[src/rtl/csw_pkg.sv]
package csw_pkg;

  typedef enum logic [1:0] {
    CFG_BASE = 2'd0,
    CFG_MASK = 2'd1,
    CFG_TIME = 2'd2
  } cfg_kind_e;

  // timing byte: [7] enable, [6] wait-pin mode, [5:3] write code, [2:0] read code
  typedef struct packed {
    logic       en;
    logic       pin;
    logic [2:0] wcode;
    logic [2:0] rcode;
  } timing_t;

  localparam timing_t TIME_RST = '{en: 1'b0, pin: 1'b0, wcode: 3'b010, rcode: 3'b010};

  // index of the final state (states - 1); reserved codes give the 2-state cycle
  function automatic logic [2:0] code_last_state(input logic [2:0] code);
    case (code)
      3'b010:  return 3'd2;
      3'b101:  return 3'd3;
      3'b110:  return 3'd4;
      default: return 3'd1;
    endcase
  endfunction

endpackage

[src/rtl/csw_cfg_regs.sv]
module csw_cfg_regs
  import csw_pkg::*;
#(
  parameter int ADDR_W = 24,
  parameter int NREG   = 4,
  parameter int SEL_W  = 3
) (
  input  logic                           clk,
  input  logic                           rst_n,
  input  logic                           cfg_we,
  input  logic [SEL_W-1:0]               cfg_sel,
  input  logic [1:0]                     cfg_kind,
  input  logic [ADDR_W-1:0]              cfg_wdata,
  output logic [NREG-1:0][ADDR_W-1:0]    base_o,
  output logic [NREG-1:0][ADDR_W-1:0]    mask_o,
  output timing_t [NREG:0]               time_o
);

  // window registers: base, mask and timing
  for (genvar i = 0; i < NREG; i++) begin : g_win
    logic              sel_hit;
    logic [ADDR_W-1:0] base_q;
    logic [ADDR_W-1:0] mask_q;
    timing_t           time_q;

    assign sel_hit = cfg_we && (cfg_sel == SEL_W'(i));

    always_ff @(posedge clk or negedge rst_n) begin
      if (!rst_n) begin
        base_q <= '0;
        mask_q <= '0;
        time_q <= TIME_RST;
      end else if (sel_hit) begin
        case (cfg_kind)
          2'(CFG_BASE): base_q <= cfg_wdata;
          2'(CFG_MASK): mask_q <= cfg_wdata;
          2'(CFG_TIME): time_q <= timing_t'(cfg_wdata[7:0]);
          default:      ;
        endcase
      end
    end

    assign base_o[i] = base_q;
    assign mask_o[i] = mask_q;
    assign time_o[i] = time_q;
  end

  // default window: timing only
  timing_t dflt_q;

  always_ff @(posedge clk or negedge rst_n) begin
    if (!rst_n) begin
      dflt_q <= TIME_RST;
    end else if (cfg_we && cfg_sel == SEL_W'(NREG) && cfg_kind == 2'(CFG_TIME)) begin
      dflt_q <= timing_t'(cfg_wdata[7:0]);
    end
  end

  assign time_o[NREG] = dflt_q;

endmodule

[src/rtl/csw_region_match.sv]
module csw_region_match #(
  parameter int ADDR_W = 24,
  parameter int NREG   = 4,
  parameter int SEL_W  = 3
) (
  input  logic [ADDR_W-1:0]           addr_i,
  input  logic [NREG-1:0][ADDR_W-1:0] base_i,
  input  logic [NREG-1:0][ADDR_W-1:0] mask_i,
  input  logic [NREG-1:0]             en_i,
  output logic [SEL_W-1:0]            idx_o
);

  logic [NREG-1:0] hit;

  for (genvar i = 0; i < NREG; i++) begin : g_cmp
    assign hit[i] = en_i[i] && (((addr_i ^ base_i[i]) & ~mask_i[i]) == '0);
  end

  // lowest-numbered hit wins; none selects the default index NREG
  always_comb begin
    idx_o = SEL_W'(NREG);
    for (int k = NREG - 1; k >= 0; k--) begin
      if (hit[k]) idx_o = SEL_W'(k);
    end
  end

endmodule

[src/rtl/csw_cycle_fsm.sv]
module csw_cycle_fsm
  import csw_pkg::*;
#(
  parameter int NREG  = 4,
  parameter int SEL_W = 3
) (
  input  logic             clk,
  input  logic             rst_n,
  input  logic             req_valid,
  input  logic             req_write,
  input  timing_t          time_i,
  input  logic [SEL_W-1:0] idx_i,
  input  logic             ext_wait_n,
  output logic             req_ready,
  output logic [NREG-1:0]  cs_n,
  output logic             rd_n,
  output logic             wr_n
);

  logic             busy_q;
  logic             wr_q;
  logic             pin_q;
  logic [2:0]       cnt_q;
  logic [2:0]       last_q;
  logic [SEL_W-1:0] idx_q;
  logic             at_last;
  logic             hold;

  assign at_last   = busy_q && (cnt_q == last_q);
  assign hold      = pin_q && !ext_wait_n;
  assign req_ready = at_last && !hold;

  // state counter; timing is captured when the cycle starts
  always_ff @(posedge clk or negedge rst_n) begin
    if (!rst_n) begin
      busy_q <= 1'b0;
      wr_q   <= 1'b0;
      pin_q  <= 1'b0;
      cnt_q  <= '0;
      last_q <= 3'd1;
      idx_q  <= SEL_W'(NREG);
    end else if (!busy_q) begin
      if (req_valid) begin
        busy_q <= 1'b1;
        cnt_q  <= '0;
        wr_q   <= req_write;
        pin_q  <= time_i.pin;
        idx_q  <= idx_i;
        last_q <= code_last_state(req_write ? time_i.wcode : time_i.rcode);
      end
    end else if (at_last) begin
      if (!hold) busy_q <= 1'b0;
    end else begin
      cnt_q <= cnt_q + 3'd1;
    end
  end

  for (genvar i = 0; i < NREG; i++) begin : g_cs
    assign cs_n[i] = !(busy_q && idx_q == SEL_W'(i));
  end

  assign rd_n = !(busy_q && !wr_q);
  assign wr_n = !(busy_q && wr_q);

endmodule

[src/rtl/csw_gen.sv]
module csw_gen
  import csw_pkg::*;
#(
  parameter int ADDR_W = 24,
  parameter int NREG   = 4,
  localparam int SEL_W = $clog2(NREG + 1)
) (
  input  logic              clk,
  input  logic              rst_n,
  input  logic              cfg_we,
  input  logic [SEL_W-1:0]  cfg_sel,
  input  logic [1:0]        cfg_kind,
  input  logic [ADDR_W-1:0] cfg_wdata,
  input  logic              req_valid,
  output logic              req_ready,
  input  logic [ADDR_W-1:0] req_addr,
  input  logic              req_write,
  output logic [NREG-1:0]   cs_n,
  output logic              rd_n,
  output logic              wr_n,
  input  logic              ext_wait_n
);

  logic [NREG-1:0][ADDR_W-1:0] base_w;
  logic [NREG-1:0][ADDR_W-1:0] mask_w;
  timing_t [NREG:0]            time_w;
  logic [NREG-1:0]             en_w;
  logic [SEL_W-1:0]            idx_w;
  timing_t                     sel_time;

  csw_cfg_regs #(.ADDR_W(ADDR_W), .NREG(NREG), .SEL_W(SEL_W)) u_regs (
    .clk       (clk),
    .rst_n     (rst_n),
    .cfg_we    (cfg_we),
    .cfg_sel   (cfg_sel),
    .cfg_kind  (cfg_kind),
    .cfg_wdata (cfg_wdata),
    .base_o    (base_w),
    .mask_o    (mask_w),
    .time_o    (time_w)
  );

  for (genvar i = 0; i < NREG; i++) begin : g_en
    assign en_w[i] = time_w[i].en;
  end

  csw_region_match #(.ADDR_W(ADDR_W), .NREG(NREG), .SEL_W(SEL_W)) u_match (
    .addr_i (req_addr),
    .base_i (base_w),
    .mask_i (mask_w),
    .en_i   (en_w),
    .idx_o  (idx_w)
  );

  assign sel_time = time_w[idx_w];

  csw_cycle_fsm #(.NREG(NREG), .SEL_W(SEL_W)) u_fsm (
    .clk        (clk),
    .rst_n      (rst_n),
    .req_valid  (req_valid),
    .req_write  (req_write),
    .time_i     (sel_time),
    .idx_i      (idx_w),
    .ext_wait_n (ext_wait_n),
    .req_ready  (req_ready),
    .cs_n       (cs_n),
    .rd_n       (rd_n),
    .wr_n       (wr_n)
  );

endmodule

[config.mk]
export PLATFORM = sky130hd
export DESIGN_NAME = csw_gen
export DESIGN_NICKNAME = d
export VERILOG_FILES = /design/src/rtl/csw_pkg.sv /design/src/rtl/csw_cfg_regs.sv /design/src/rtl/csw_region_match.sv /design/src/rtl/csw_cycle_fsm.sv /design/src/rtl/csw_gen.sv
export SDC_FILE = /design/constraint.sdc
export NUM_CORES = 1
export LEC_CHECK = 0
export BUFFER_PORTS_ARGS = -buffer_cell sky130_fd_sc_hd__buf_2
export CORE_MARGIN = 10
export CORE_UTILIZATION = 30
export CTS_BUF_LIST = sky130_fd_sc_hd__clkbuf_4 sky130_fd_sc_hd__clkbuf_8
export CTS_CLUSTER_DIAMETER = 40
export DETAILED_ROUTE_END_ITERATION = 6
export HOLD_SLACK_MARGIN = 0.02
export SLEW_MARGIN = 20
export SYNTH_ARGS = -nofsm -noshare
export SYNTH_HDL_FRONTEND = slang
export SYNTH_SLANG_ARGS = --single-unit
[constraint.sdc]
create_clock -name clk -period 7.23 [get_ports clk]
set_clock_uncertainty 0.1 [all_clocks]
set_input_delay 0.723 -clock clk [delete_from_list [all_inputs] [get_ports clk]]
set_output_delay 0.723 -clock clk [all_outputs]
set_load 0.02 [all_outputs]
# [Word-level counts from Yosys, hierarchy flattened]
# Cells that the tools add are included.
[op_classes] add_sub_neg=1 magnitude_cmp=1 eq_ne=14 n_mux=15 bitwise=13 n_reduce_logical=50
[op_table] cell="$and 24x24->24" n=4
[op_table] cell="$logic_not 24->1" n=4
[op_table] cell="$not 24->24" n=4
[op_table] cell="$xor 24x24->24" n=4
[op_table] cell="$reduce_and 2->1" n=14
[op_table] cell="$bmux 8 s3" n=1
[op_table] cell="$mux 3" n=8
[op_table] cell="$logic_and 1x1->1" n=19
[op_table] cell="$eq 3x2->1 const B" n=5
[op_table] cell="$eq 3x3->1 const B" n=3
[op_table] cell="$logic_not 1->1" n=9
[op_table] cell="$pmux 3 s3" n=1
[op_table] cell="$mux 7" n=1
[op_table] cell="$eq 3x1->1 const B" n=2
[op_table] cell="$logic_not 3->1" n=2
[op_table] cell="$lt 3x4->1 const B" n=1
[op_table] cell="$mux 1" n=4
[op_table] cell="$add 3x1->3 const B" n=1
[op_table] cell="$eq 3x3->1" n=1
[op_table] cell="$eq 2x1->1 const B" n=1
[op_table] cell="$eq 2x2->1 const B" n=1
[op_table] cell="$logic_not 2->1" n=1
[op_table] cell="$ne 2x2->1 const B" n=1
[op_table] cell="$reduce_bool 2->1" n=1
[op_table] cell="$not 1->1" n=1
[totals] ff_bits=244 inputBits=59 output_inout_bits=7 word_cells=128

# [Longest topological paths before layout]
# Gate-level depths: netlist of run 1.
[logic_depth] depth_word=13 ltp_mapped=13 ltp_nobuf=11

# [Cells and area by module]
# From an unflattened synthesis of run 1, not the netlist that was laid out.
[unflattened] cells_unflattened=825 hier_area_um2=11367.2
[modules_own_cells] mod="csw_cfg_regs" instances=1 cells_per_inst=511 area_each_um2=8824.7 seq_area_each_um2=5818.1
[modules_own_cells] mod="csw_region_match" instances=1 cells_per_inst=208 area_each_um2=1510.2 seq_area_each_um2=0.0
[modules_own_cells] mod="csw_cycle_fsm" instances=1 cells_per_inst=66 area_each_um2=671.9 seq_area_each_um2=302.8
[modules_own_cells] mod="csw_gen" instances=1 cells_per_inst=40 area_each_um2=360.3 seq_area_each_um2=0.0

# [Worst setup path before layout of run 1]
# OpenSTA, ideal clock, no wires.
[synth_timing] path_kind="input to register" start="input req_addr[17]" end="register u_fsm.last_q[1]" setup_ns=0.082 arrival_time_ns=2.826 required_time_ns=7.048 setup_slack_ns=4.222 stages=12 n_path_buf=2 path_cell_list="buf_2 -> xnor2_1 -> o22ai_1 -> nor4_2 -> and4_1 -> o211ai_2 -> buf_6 -> mux2i_1 -> o31ai_1 -> a21oi_1 -> or3_1 -> a31oi_1"
[synth_via] elab_chain_cells=13 word_cells_on_any_way=27 cone_classes="eq/ne (3); mux (8); bitwise (8); reduce/logical (8)"
[synth_lines] element="start, declared" line="csw_gen.sv:16" text="input logic [ADDR_W-1:0] req_addr,"
[synth_lines] element="$xor 24x24->24" line="csw_region_match.sv:16" text="assign hit[i] = en_i[i] && (((addr_i ^ base_i[i]) & ~mask_i[i]) == '0);"
[synth_lines] element="$and 24x24->24" line="csw_region_match.sv:16"
[synth_lines] element="$logic_not 24->1" line="csw_region_match.sv:16"
[synth_lines] element="$logic_and 1x1->1" line="csw_region_match.sv:16"
[synth_lines] element="$mux 3 (3 in a row)" line="csw_region_match.sv:23" text="if (hit[k]) idx_o = SEL_W'(k);"
[synth_lines] element="$mux 3 (*)" line="csw_region_match.sv:23"
[synth_lines] element="$bmux 8 s3 (*)" line="csw_gen.sv:55" text="assign sel_time = time_w[idx_w];"
[synth_lines] element="$mux 7 (implied by the code) (*)" line="csw_gen.sv:55"
[synth_lines] element="$mux 3 (*)" line="csw_cycle_fsm.sv:49" text="last_q <= code_last_state(req_write ? time_i.wcode : time_i.rcode);"
[synth_lines] element="$eq 3x3->1 or $eq 3x2->1 (tied branches)" line="csw_pkg.sv:21" text="case (code)"
[synth_lines] element="$pmux 3 s3 (*)" line="csw_pkg.sv:21"
[synth_lines] element="end signal, assigned" line="csw_cycle_fsm.sv:49"
[synth_lines] element="end, declared" line="csw_cycle_fsm.sv:24" text="logic [2:0] last_q;"
# Mark *: on every way between the ends. The rest lies on a longest branch, timed or not. The select of a mux whose other input is x is not followed.
# A chain may end at the register's enable or synchronous reset.

# [Final worst setup path of run 1]
[layout_timing] start="register u_regs.g_win[0].base_q[10]" end="register u_fsm.last_q[1]"
[layout_via] elab_chain_cells=10 word_cells_on_any_way=12 cone_classes="eq/ne (3); mux (5); bitwise (2); reduce/logical (2)"
[layout_lines] element="start, declared" line="csw_cfg_regs.sv:22" text="logic [ADDR_W-1:0] base_q;"
[layout_lines] element="start signal, assigned" line="csw_cfg_regs.sv:35" text="2'(CFG_BASE): base_q <= cfg_wdata;"
[layout_lines] element="$xor 24x24->24 (*)" line="csw_region_match.sv:16"
[layout_lines] element="$and 24x24->24 (*)" line="csw_region_match.sv:16"
[layout_lines] element="$logic_not 24->1 (*)" line="csw_region_match.sv:16"
[layout_lines] element="$logic_and 1x1->1 (*)" line="csw_region_match.sv:16"
[layout_lines] element="$mux 3 (*)" line="csw_region_match.sv:23"
[layout_lines] element="$bmux 8 s3 (*)" line="csw_gen.sv:55"
[layout_lines] element="$mux 7 (implied by the code) (*)" line="csw_gen.sv:55"
[layout_lines] element="$mux 3 (*)" line="csw_cycle_fsm.sv:49"
[layout_lines] element="$eq 3x3->1 or $eq 3x2->1 (tied branches)" line="csw_pkg.sv:21"
[layout_lines] element="$pmux 3 s3 (*)" line="csw_pkg.sv:21"
# Marked as above.

==> reports/metrics.yaml, run 1 <==
crit_path_end_kind: "flip-flop"
row_count: 70
r2r_cells: 11
hold_end: "u_fsm.busy_q$_DFF_PN0_"
leakagePower_nw: 5.694
cts_sinks: 243
ys_seq_area_share_pct: 54.96
syn_nets: 876
grt_setup_unrepaired: "no"
p_per_area_nw_per_um2: 310.0
grt.overflow.total: 0
max_cap_violations: 0
core_region_area_sq_um: 36520
slew_headroom_pct: 42.34
dieHeight_um: 212.3
routedWlPerCell_um: 19.92
ys_top_cells_by_area: "dfrtp_1 (52%), mux2_2 (24%), xnor2_1 (7.4%), dfstp_2 (2.8%), o22ai_1 (2.7%)"
worst_slew_pin_slew_ns: 0.8649
insertion_delay_ns: 0.56
worst_hold_slack_ns: 0.3531
drv_slew: 0
worstReg2RegEnd: "u_fsm.last_q[1]$_DFFE_PN0P_"
final_core_util_pct: 35.11
setup_viol: 0
r2r_start: "u_regs.g_win[0].base_q[10]$_DFFE_PN0P_"
ys_seq_elements: 243
cts_root_buf: "clkbuf_8"
cts.clk_slew.worst_paths_ns: 0.06
synth_warnings: 0
hold_viol_final: 0
diodes: 0
antenna_found_initial: 3
post_cts_resized: 0
netlist_area_sq_um: 11090
status: "finished clean"
vias: 6624
syn2layout_area_growth_pct: 15.61
cts_tree: "built"
postCtsSetupBuffers: 0
ir_drop_mv: 0.1345
grt_pass1_vias: 7045
first_pass_iters: 4
hpwl_um: 18330
gp_congestion: 0.7779
hold_class: "in2reg"
crit_path_max_fanout: 11
die_w_um: 212.3
timing.fmax_mhz: 273.7
grt_usage_pct: 12.21
io_buffer_count: 65
start_kind: "flip-flop"
grt_pass1_wl_um: 42340
drc: 0
fin_setup_tns_ns: 0
nets: 945
initial_core_util_pct: 30.37
ant_nets: 0
drt_iter0_markers: 318
post-route-min-period_ns: 3.654
worstPathRequired_ns: 7.60
synth_top_area_share_pct: 52.12
io_pins: 66
min_from: "req_valid"
critPathArrivalTime_ns: 4.03
viasPerCell: 4.769
cts_max_path_buffers: 3
hold_path_depth: 3
cts_buffers: 44
yosysTopAreaCell: "dfrtp_1"
drive_gt1_share_pct: 45.82
post_synth_num_cell_types: 50
cts_hold_buf: 0
synth.avg_cell_area_sq_um: 13.59
synthCells: 816
htree_levels: 2
setup.worst_path.class: "reg2reg"
finalCritPeriodShare_pct: 50.54
dieArea_sq_um: 45060
ff2ff_setup_slack_ns: 3.58
wl_um: 27670
grt_max_degree: 132
-- per-stage QoR --
step / setup slack (ns) / power, mW / std cells / cell area [sq um]
finish: 3.576 / 3.974 / 1389 / 12820
global placement: 3.119 / 2.556 / 1305 / 11790
detailed placement: 3.090 / 2.578 / 1305 / 11790
CTS: 3.599 / 4.021 / 1387 / 12780
floorplan: 4.222 / 2.349 / 816 / 11090
global route: 3.344 / 4.179 / 1389 / 12820
-- per-layer routing --
layer	wire (um)	track usage, %	vias up
li1	-	-	3040
met4	468	3.397	6
met2	13120	19.70	125
met3	1260	2.709	46
met5	32	0	-
met1	12780	16.12	3407
-- synthesized netlist by cell type, drive strengths merged --
cell / instances
ha: 1
and2: 2
and3: 2
o311ai: 1
nor3: 4
mux2: 232
nor2b: 4
mux2i: 11
nor2: 21
o21ai: 12
and3b: 1
nor4: 8
a21oi: 4
nand2: 23
o211ai: 2
o32a: 2
xnor2: 100
nor3b: 2
nand4: 6
inv: 6
clkbuf: 30
or3: 2
dfstp: 12
a21o: 1
or3b: 1
nand3: 9
and4: 3
o22ai: 47
a32oi: 2
nand4b: 1
o31ai: 1
nand2b: 3
a31oi: 3
buf: 25
a32o: 1
dfrtp: 231
-- cell usage in the layout (no fill, tap or decap), types with 2 or more instances in the layout --
cell type | netlist | layout
nand3_1 | 9 | 9
buf_4 | 0 | 11
buf_2 | 7 | 64
xnor2_1 | 94 | 94
clkbuf_8 | 0 | 54
nor3_1 | 3 | 3
o21ai_0 | 11 | 11
nand4_1 | 6 | 6
dfstp_2 | 12 | 12
dfrtp_1 | 231 | 231
a21oi_1 | 4 | 4
nor2_1 | 20 | 20
nor4_2 | 3 | 3
mux2i_1 | 11 | 11
nor4_1 | 4 | 4
clkinv_2 | 0 | 7
mux2_2 | 232 | 232
a31oi_1 | 3 | 3
or3_1 | 2 | 2
xnor2_2 | 6 | 6
o22ai_1 | 47 | 47
inv_1 | 6 | 6
clkbuf_4 | 0 | 15
nand2_1 | 23 | 23
nor2b_1 | 4 | 4
a32oi_1 | 2 | 2
clkinvlp_4 | 0 | 2
bufinv_16 | 0 | 2
nand2b_1 | 3 | 3
and4_1 | 2 | 2
-- worst max-delay path: stages (launching register included) --
cell	delay, ns
dfrtp_1	0.38
xnor2_1	0.24
o22ai_1	0.13
nor4_1	0.64
nand4_1	0.48
o211ai_2	0.42
mux2i_1	0.16
o32a_1	0.30
o31ai_1	0.07
a21oi_1	0.12
or3_1	0.38
a31oi_1	0.16
-- final cells by class --
cell class              instances  area (sq um)
clock buffers                  69         855.8
well taps                     468         585.6
flip-flops and latches        243          6096
multi-input cells             512          4669
fillers                      3578         23700
inverters                       6         22.52
clock inverters                13         137.6
repair buffers                 78         455.4
-- how the worst max path moves through the flow --
stage	startpoint	cells past startpoint	to	slack, ns
4_1_cts	u_regs.g_win[0].base_q[10]$_DFFE_PN0P_	11	u_fsm.last_q[1]$_DFFE_PN0P_	3.60
5_1_grt	u_regs.g_win[0].base_q[10]$_DFFE_PN0P_	11	u_fsm.last_q[1]$_DFFE_PN0P_	3.34
3_3_place_gp	req_addr[10]	12	u_fsm.last_q[1]$_DFFE_PN0P_	3.12
6_report	u_regs.g_win[0].base_q[10]$_DFFE_PN0P_	11	u_fsm.last_q[1]$_DFFE_PN0P_	3.58
2_1_floorplan	req_addr[17]	12	u_fsm.last_q[1]$_DFFE_PN0P_	4.22
3_5_place_dp	req_addr[10]	12	u_fsm.last_q[1]$_DFFE_PN0P_	3.09
-- power by group --
group	internal (mW)	switching (mW)	total, mW	leakage (nW)
logic	0.393	0.331	0.725	2.09
registers	1.65	0.170	1.82	3.07
clock network	0.835	0.593	1.43	0.527
-- state kept, by name (all words and copies together), names as in the netlist --
signal	flops
u_regs.time_o	39
u_fsm.idx_q	3
u_regs.g_win.mask_q	96
u_regs.g_win.base_q	96
u_fsm.pin_q	1
u_fsm.busy_q	1
u_fsm.wr_q	1
u_fsm.last_q	3
u_fsm.cnt_q	3
-- cell families after synthesis --
kind of cell / count (synthesis) / share of synthesized area [%]
simple gates: 92 / 4.614
compound gates: 76 / 4.479
flops: 243 / 54.96
fa+ha+maj: 1 / 0.1128
mux: 243 / 24.55
xor+xnor: 100 / 8.303
buf+inv: 61 / 2.978
Note: power is estimated with default switching activity, not from simulation.
==> run 2: changes to the inputs <==
--- a/config.mk
+++ b/config.mk
@@ -5,6 +5,7 @@
 export SDC_FILE = /design/constraint.sdc
 export NUM_CORES = 1
 export LEC_CHECK = 0
+export ABC_AREA = 1
 export BUFFER_PORTS_ARGS = -buffer_cell sky130_fd_sc_hd__buf_2
 export CORE_MARGIN = 10
 export CORE_UTILIZATION = 30
==> constraint.sdc (replaced) <==
create_clock -name clk -period 3.8 [get_ports clk]
set_clock_uncertainty 0.1 [all_clocks]
set_input_delay 0.38 -clock clk [delete_from_list [all_inputs] [get_ports clk]]
set_output_delay 0.38 -clock clk [all_outputs]
set_load 0.02 [all_outputs]
==> run 2 against run 1 <==
Against the previous run: synthesized cell count up 94%; cell count up 59%; sequential share of layout area down 3.3 points; global-route usage up 2.4 points; critical path depth up 3; clock power up 90%; hold slack worse by 0.27 ns; synthesized area up 7.3%; cell area up 7.4%; sequential power up 90%; highest routed layer unchanged.
==> reports/metrics.yaml, run 2 <==
viasPerCell: 4.681
drc: 0
io_pins: 66
timing.fmax_mhz: 384.6
cts_tree: "built"
syn2layout_area_growth_pct: 15.70
max_cap_violations: 0
yosysMostFrequentCell: "nand2_1"
ys_top_cells_by_area: "dfrtp_1 (49%), nand2_1 (18%), o21ai_0 (11%), inv_1 (5.6%), nor2_1 (3.3%)"
crit_path_max_fanout: 11
synth_edf_count: 0
min_from: "cfg_wdata[14]"
p_clk_share_pct: 35.0
top_usage_layer: "met2"
cts_max_path_buffers: 3
die_w_um: 219.2
synth_top_area_share_pct: 48.56
slew_headroom_pct: 27.82
layout_common_cells: "nand2_1 (560), o21ai_0 (250), dfrtp_1 (231)"
final_core_util_pct: 35.39
cts_buffers: 44
io_buffer_count: 65
grt.overflow.total: 0
synthCells: 1583
setup_viol: 0
wl_um: 35020
leakagePower_nw: 6.851
crit_path_end_kind: "flip-flop"
ff2ff_setup_slack_ns: 1.20
worstReg2RegEnd: "u_fsm.pin_q$_DFFE_PN0P_"
nets: 1710
p_per_area_nw_per_um2: 562.2
yosysTopAreaCell: "dfrtp_1"
hold_path_depth: 3
grtUsageMet1_pct: 19.84
drv_slew: 0
final_common_cell: "nand2_1"
hold_end: "u_regs.g_win[3].mask_q[14]$_DFFE_PN0P_"
synth_common_cells: "nand2_1 (561), o21ai_0 (250), dfrtp_1 (231)"
first_pass_iters: 6
start_kind: "flip-flop"
core_region_area_sq_um: 38920
grt_util_met3_pct: 3.026
cts.clk_slew.worst_paths_ns: 0.06
switchingPower_mw: 2.446
routedWlPerCell_um: 15.90
cts_sinks: 243
insertion_delay_ns: 0.56
synth.avg_cell_area_sq_um: 7.520
post-route-min-period_ns: 2.600
finalCritPeriodShare_pct: 68.42
hold_class: "in2reg"
antenna_found_initial: 3
hold_viol_final: 0
dieHeight_um: 219.2
dieArea_sq_um: 48050
setup.worst_path.class: "reg2reg"
row_count: 72
combPwrFrac_pct: 20.3
swShare_pct: 31.59
r2r_start: "u_regs.g_win[3].base_q[5]$_DFFE_PN0P_"
postCtsSetupBuffers: 0
r2r_cells: 14
n_fill_cell: 4138
vias: 10310
initial_core_util_pct: 30.59
fin_setup_tns_ns: 0
grt_pass1_wl_um: 55300
drt_iter0_markers: 874
grt_max_degree: 86
ys_seq_area_share_pct: 51.21
synth_warnings: 0
grt_usage_pct: 14.56
synthFlopType: "dfrtp_1"
ys_seq_elements: 243
post_synth_num_cell_types: 30
worst_slew_pin_slew_ns: 1.079
cts_root_buf: "clkbuf_8"
grt_pass1_vias: 9850
grt_setup_unrepaired: "no"
netlist_area_sq_um: 11900
ir_drop_mv: 0.3035
status: "finished clean"
internal_power_mw: 5.297
grt.met2_usage_pct: 22.92
ant_nets: 0
hpwl_um: 24280
htree_levels: 2
seq_power_share_pct: 44.7
worstPathRequired_ns: 4.13
async_flop_share_pct: 100.0
gp_congestion: 0.9559
critPathArrivalTime_ns: 2.93
drive_gt1_share_pct: 11.05
syn_nets: 1643
-- run 2: changes by cell type after synthesis, sizes merged, moves of 45 or more --
cell / delta
nand2: +548
o21ai: +241
mux2: -232
inv: +173
xnor2: -96
nor2: +87
nand3: +46
nand3b: +46
o22ai: -45
-- run 2: cell type report --
cell class	instances	area, sq um	area share [%]
clock buffer	75	925.9	6.722
timing repair buffer	78	450.4	3.270
tap	518	648.1	4.706
multi-input combinational	1104	4916	35.69
sequential	243	6096	44.26
antenna	1	2.502	0.01817
clock inverter	5	62.56	0.4542
inverter	179	671.9	4.878
-- run 2: stage by stage --
stage	power, mW	cell area [sq um]	worst slack, ns	std cells	hold slack, ns
floorplan	4.488	11900	1.702	1583	-0.01559
global placement	5.008	12760	1.170	2120	0.3424
detailed placement	5.066	12760	1.154	2120	0.3436
CTS	7.817	13770	1.304	2202	0.06804
global route	8.255	13770	0.9465	2203	0.1018
finish	7.743	13770	1.200	2203	0.08518
-- run 2: logic make-up (layout without fill, tap and decap cells) --
family,count (synthesis),after routing,synth area share (%)
AND/OR/NAND/NOR,814,814,28.73
AO/OA/AOI/OAI,285,285,12.07
flip-flops,243,243,51.21
buffers and inverters,236,337,7.599
XOR/XNOR,4,4,0.2943
adder cells (fa/ha/maj),1,1,0.1051
other,0,1,0
-- run 2: routing by layer --
metal | part of all wire (%) | wire (um)
met1 | 47 | 16370
met5 | 0.077 | 27
met4 | 2.3 | 817
met2 | 45 | 15610
met3 | 6.3 | 2199
-- run 2: critical path: stages (launching register included) --
cell	delay, ns
dfrtp_1	0.41
inv_1	0.06
nand2_1	0.05
nand3b_1	0.17
o21ai_0	0.12
nor2_1	0.23
nand3_1	0.12
nor2_1	0.17
nand2_1	0.09
nand2_2	0.14
nand2_2	0.16
o21ai_0	0.21
o22ai_1	0.10
o21ai_0	0.22
o21ai_0	0.12
-- run 2: repair_timing --
item,in CTS,in global routing
hold endpoints to repair,81,0
resized for setup,0,0
hold buffers,2,0
-- run 2: power groups by stage --
stage | Clock (mW) | Combinational (mW) | Sequential (mW)
finish | 2.71 | 1.57 | 3.46
global route | 2.91 | 1.81 | 3.53
CTS | 2.78 | 1.58 | 3.46
detailed placement | 0 | 1.57 | 3.50
global placement | 0 | 1.53 | 3.48
floorplan | 0 | 1.09 | 3.40
-- run 2: how the worst max path moves through the flow --
stage | endpoint | start | slack [ns]
after detailed placement | u_fsm.pin_q$_DFFE_PN0P_ | req_addr[5] | 1.15
after CTS | u_fsm.pin_q$_DFFE_PN0P_ | u_regs.g_win[3].base_q[5]$_DFFE_PN0P_ | 1.30
after global routing | u_fsm.last_q[1]$_DFFE_PN0P_ | u_regs.g_win[3].base_q[5]$_DFFE_PN0P_ | 0.95
final | u_fsm.pin_q$_DFFE_PN0P_ | u_regs.g_win[3].base_q[5]$_DFFE_PN0P_ | 1.20
after global placement | u_fsm.last_q[1]$_DFFE_PN0P_ | req_addr[9] | 1.17
after floorplan | u_fsm.last_q[1]$_DFFE_PN0P_ | req_addr[23] | 1.70
==> run 3: changes to the inputs <==
==> constraint.sdc (replaced) <==
create_clock -name clk -period 2.65 [get_ports clk]
set_clock_uncertainty 0.1 [all_clocks]
set_input_delay 0.265 -clock clk [delete_from_list [all_inputs] [get_ports clk]]
set_output_delay 0.265 -clock clk [all_outputs]
set_load 0.02 [all_outputs]
==> run 3 against run 2 <==
Against the previous run: die area is the same; global-route usage is essentially flat; utilization grew 0.59 points; wire length shrank 1.1%; cell count grew 0.95%; critical path depth grew 2; clock power grew 39%; hold slack lost 0.0050 ns; maximum frequency grew 6.7%; first-iteration DRC count shrank 9.0%; worst setup slack lost 0.99 ns; combinational power grew 45%.
==> reports/metrics.yaml, run 3 (same netlist as run 2, synthesis figures left out) <==
status: "finished clean"
hold_class: "in2reg"
grt_pass1_wl_um: 55290
insertion_delay_ns: 0.56
timing.fmax_mhz: 410.5
syn2layout_area_growth_pct: 17.64
cts.clk_slew.worst_paths_ns: 0.06
p_clk_share_pct: 34.2
start_kind: "flip-flop"
switchingPower_mw: 3.507
post-route-min-period_ns: 2.436
drt_iter0_markers: 795
io_pins: 66
max_cap_violations: 0
grt.overflow.total: 0
crit_path_end_kind: "flip-flop"
grt_pass1_vias: 9796
htree_levels: 2
vias: 10350
drive_gt1_share_pct: 11.91
first_pass_iters: 5
slew_headroom_pct: 55.06
cts_root_buf: "clkbuf_8"
internal_power_mw: 7.491
cts_max_path_buffers: 3
leakagePower_nw: 6.939
gp_congestion: 0.9071
cts_buffers: 43
core_region_area_sq_um: 38920
hpwl_um: 24130
viasPerCell: 4.653
p_per_area_nw_per_um2: 785.4
n_fill_cell: 4126
worstPathRequired_ns: 2.99
row_count: 72
die_w_um: 219.2
drc: 0
total_power_mw: 11.00
critPathArrivalTime_ns: 2.77
initial_core_util_pct: 30.59
setup.worst_path.class: "reg2reg"
ir_drop_mv: 0.3693
routedWlPerCell_um: 15.57
dieArea_sq_um: 48050
grt_max_degree: 77
antenna_found_initial: 3
drv_slew: 0
grt_usage_pct: 14.56
wl_um: 34630
seq_power_share_pct: 45.1
finalCritPeriodShare_pct: 91.93
cts_tree: "built"
ant_nets: 0
fin_setup_tns_ns: 0
crit_path_max_fanout: 7
combPwrFrac_pct: 20.7
io_buffer_count: 65
dieHeight_um: 219.2
nets: 1730
swShare_pct: 31.89
hold_viol_final: 0
setup_viol: 0
cts_sinks: 243
layout_common_cells: "nand2_1 (557), o21ai_0 (248), dfrtp_1 (231)"
final_common_cell: "nand2_1"
worst_slew_pin_slew_ns: 0.6741
==> run 3: changes by cell type in the layout (fill, tap and decap cells not counted), moves of 3 or more <==
| cell | previous run | this run |
|---|---|---|
| nor2_2 | 2 | 7 |
| nand2_1 | 560 | 557 |
| clkbuf_4 | 17 | 12 |
| dlygate4sd3_1 | 2 | 18 |
| nor2_1 | 106 | 100 |
| buf_4 | 10 | 13 |
| clkinv_2 | 0 | 5 |
==> run 3: timing repair <==
action                     CTS  global route
setup endpoints to repair    1             4
hold buffers                18             0
pin swaps                    0             2
gates resized for setup      1            15
hold endpoints to repair   193             0
buffers inserted             0             1
==> run 3: power by group through the flow <==
stage	Sequential, mW	Combinational, mW	Clock, mW
2_1_floorplan	4.87	1.56	0
3_3_place_gp	4.99	2.20	0
3_5_place_dp	5.01	2.25	0
4_1_cts	4.96	2.28	3.84
5_1_grt	5.06	2.66	4.02
6_report	4.96	2.28	3.76
==> run 3: worst paths after layout <==
path                                                         from                                      to  slack [ns]  depth (start not counted)
max                         u_regs.g_win[3].base_q[6]$_DFFE_PN0P_             u_fsm.last_q[1]$_DFFE_PN0P_        0.21                         16
min                                                    ext_wait_n                  u_fsm.busy_q$_DFF_PN0_        0.08                          4
max reg2reg                 u_regs.g_win[3].base_q[6]$_DFFE_PN0P_             u_fsm.last_q[1]$_DFFE_PN0P_        0.21                         16
min reg2reg                u_regs.g_win[1].mask_q[19]$_DFFE_PN0P_  u_regs.g_win[1].mask_q[19]$_DFFE_PN0P_        0.38                          2
max in group asynchronous                                   rst_n            u_regs.time_o[1]$_DFFE_PN1P_        1.40                          3
min in group asynchronous                                   rst_n   u_regs.g_win[3].mask_q[4]$_DFFE_PN0P_        0.20                          2
==> run 3: critical path, cell delays in order, from the launching register on <==
cell and delay [ns]:
dfrtp_1 0.39, inv_1 0.06, nand2_1 0.04, nand3_1 0.18
nand2_1 0.10, nor2_2 0.18, nand3b_1 0.15, inv_1 0.08
nand2_1 0.10, nand4_1 0.23, nand2_2 0.14, o21ai_0 0.18
nor2_1 0.06, nor2_1 0.13, nor2_2 0.07, nand2_1 0.07
nand3_2 0.05
==> run 3: metrics by stage <==
stage / cells / util (%) / area [sq um] / setup WS (ns) / hold slack [ns]
after global routing: 2224 / 35.98 / 14000 / -0.02654 / 0.1109
after floorplan: 1583 / - / 11900 / 0.6274 / -0.1306
after CTS: 2222 / 35.87 / 13960 / 0.06479 / 0.04172
after detailed placement: 2124 / 32.93 / 12820 / -0.04921 / 0.2233
after global placement: 2124 / 32.93 / 12820 / 0.01209 / 0.2212
final: 2224 / 35.98 / 14000 / 0.2138 / 0.08015
==> run 3: per-layer routing <==
| layer | share of wire, % | GRT usage [%] | routed length (um) | up-vias |
|---|---|---|---|---|
| met5 | 0.055 | 0 | 19 | - |
| met4 | 2.1 | 3.976 | 723 | 4 |
| met3 | 6.3 | 3.012 | 2187 | 58 |
| met2 | 44 | 22.31 | 15330 | 295 |
| met1 | 47 | 20.40 | 16360 | 4827 |
| li1 | - | - | - | 5165 |
==> run 3: cell type report <==
cell class | count | area, sq um | area share, %
repair buffers | 99 | 673.1 | 4.807
well taps | 518 | 648.1 | 4.628
clock buffers | 71 | 902.1 | 6.442
flip-flops and latches | 243 | 6096 | 43.53
inverters | 179 | 671.9 | 4.798
multi-input cells | 1104 | 4954 | 35.37
diodes | 1 | 2.502 | 0.01787
clock inverters | 9 | 56.30 | 0.4021
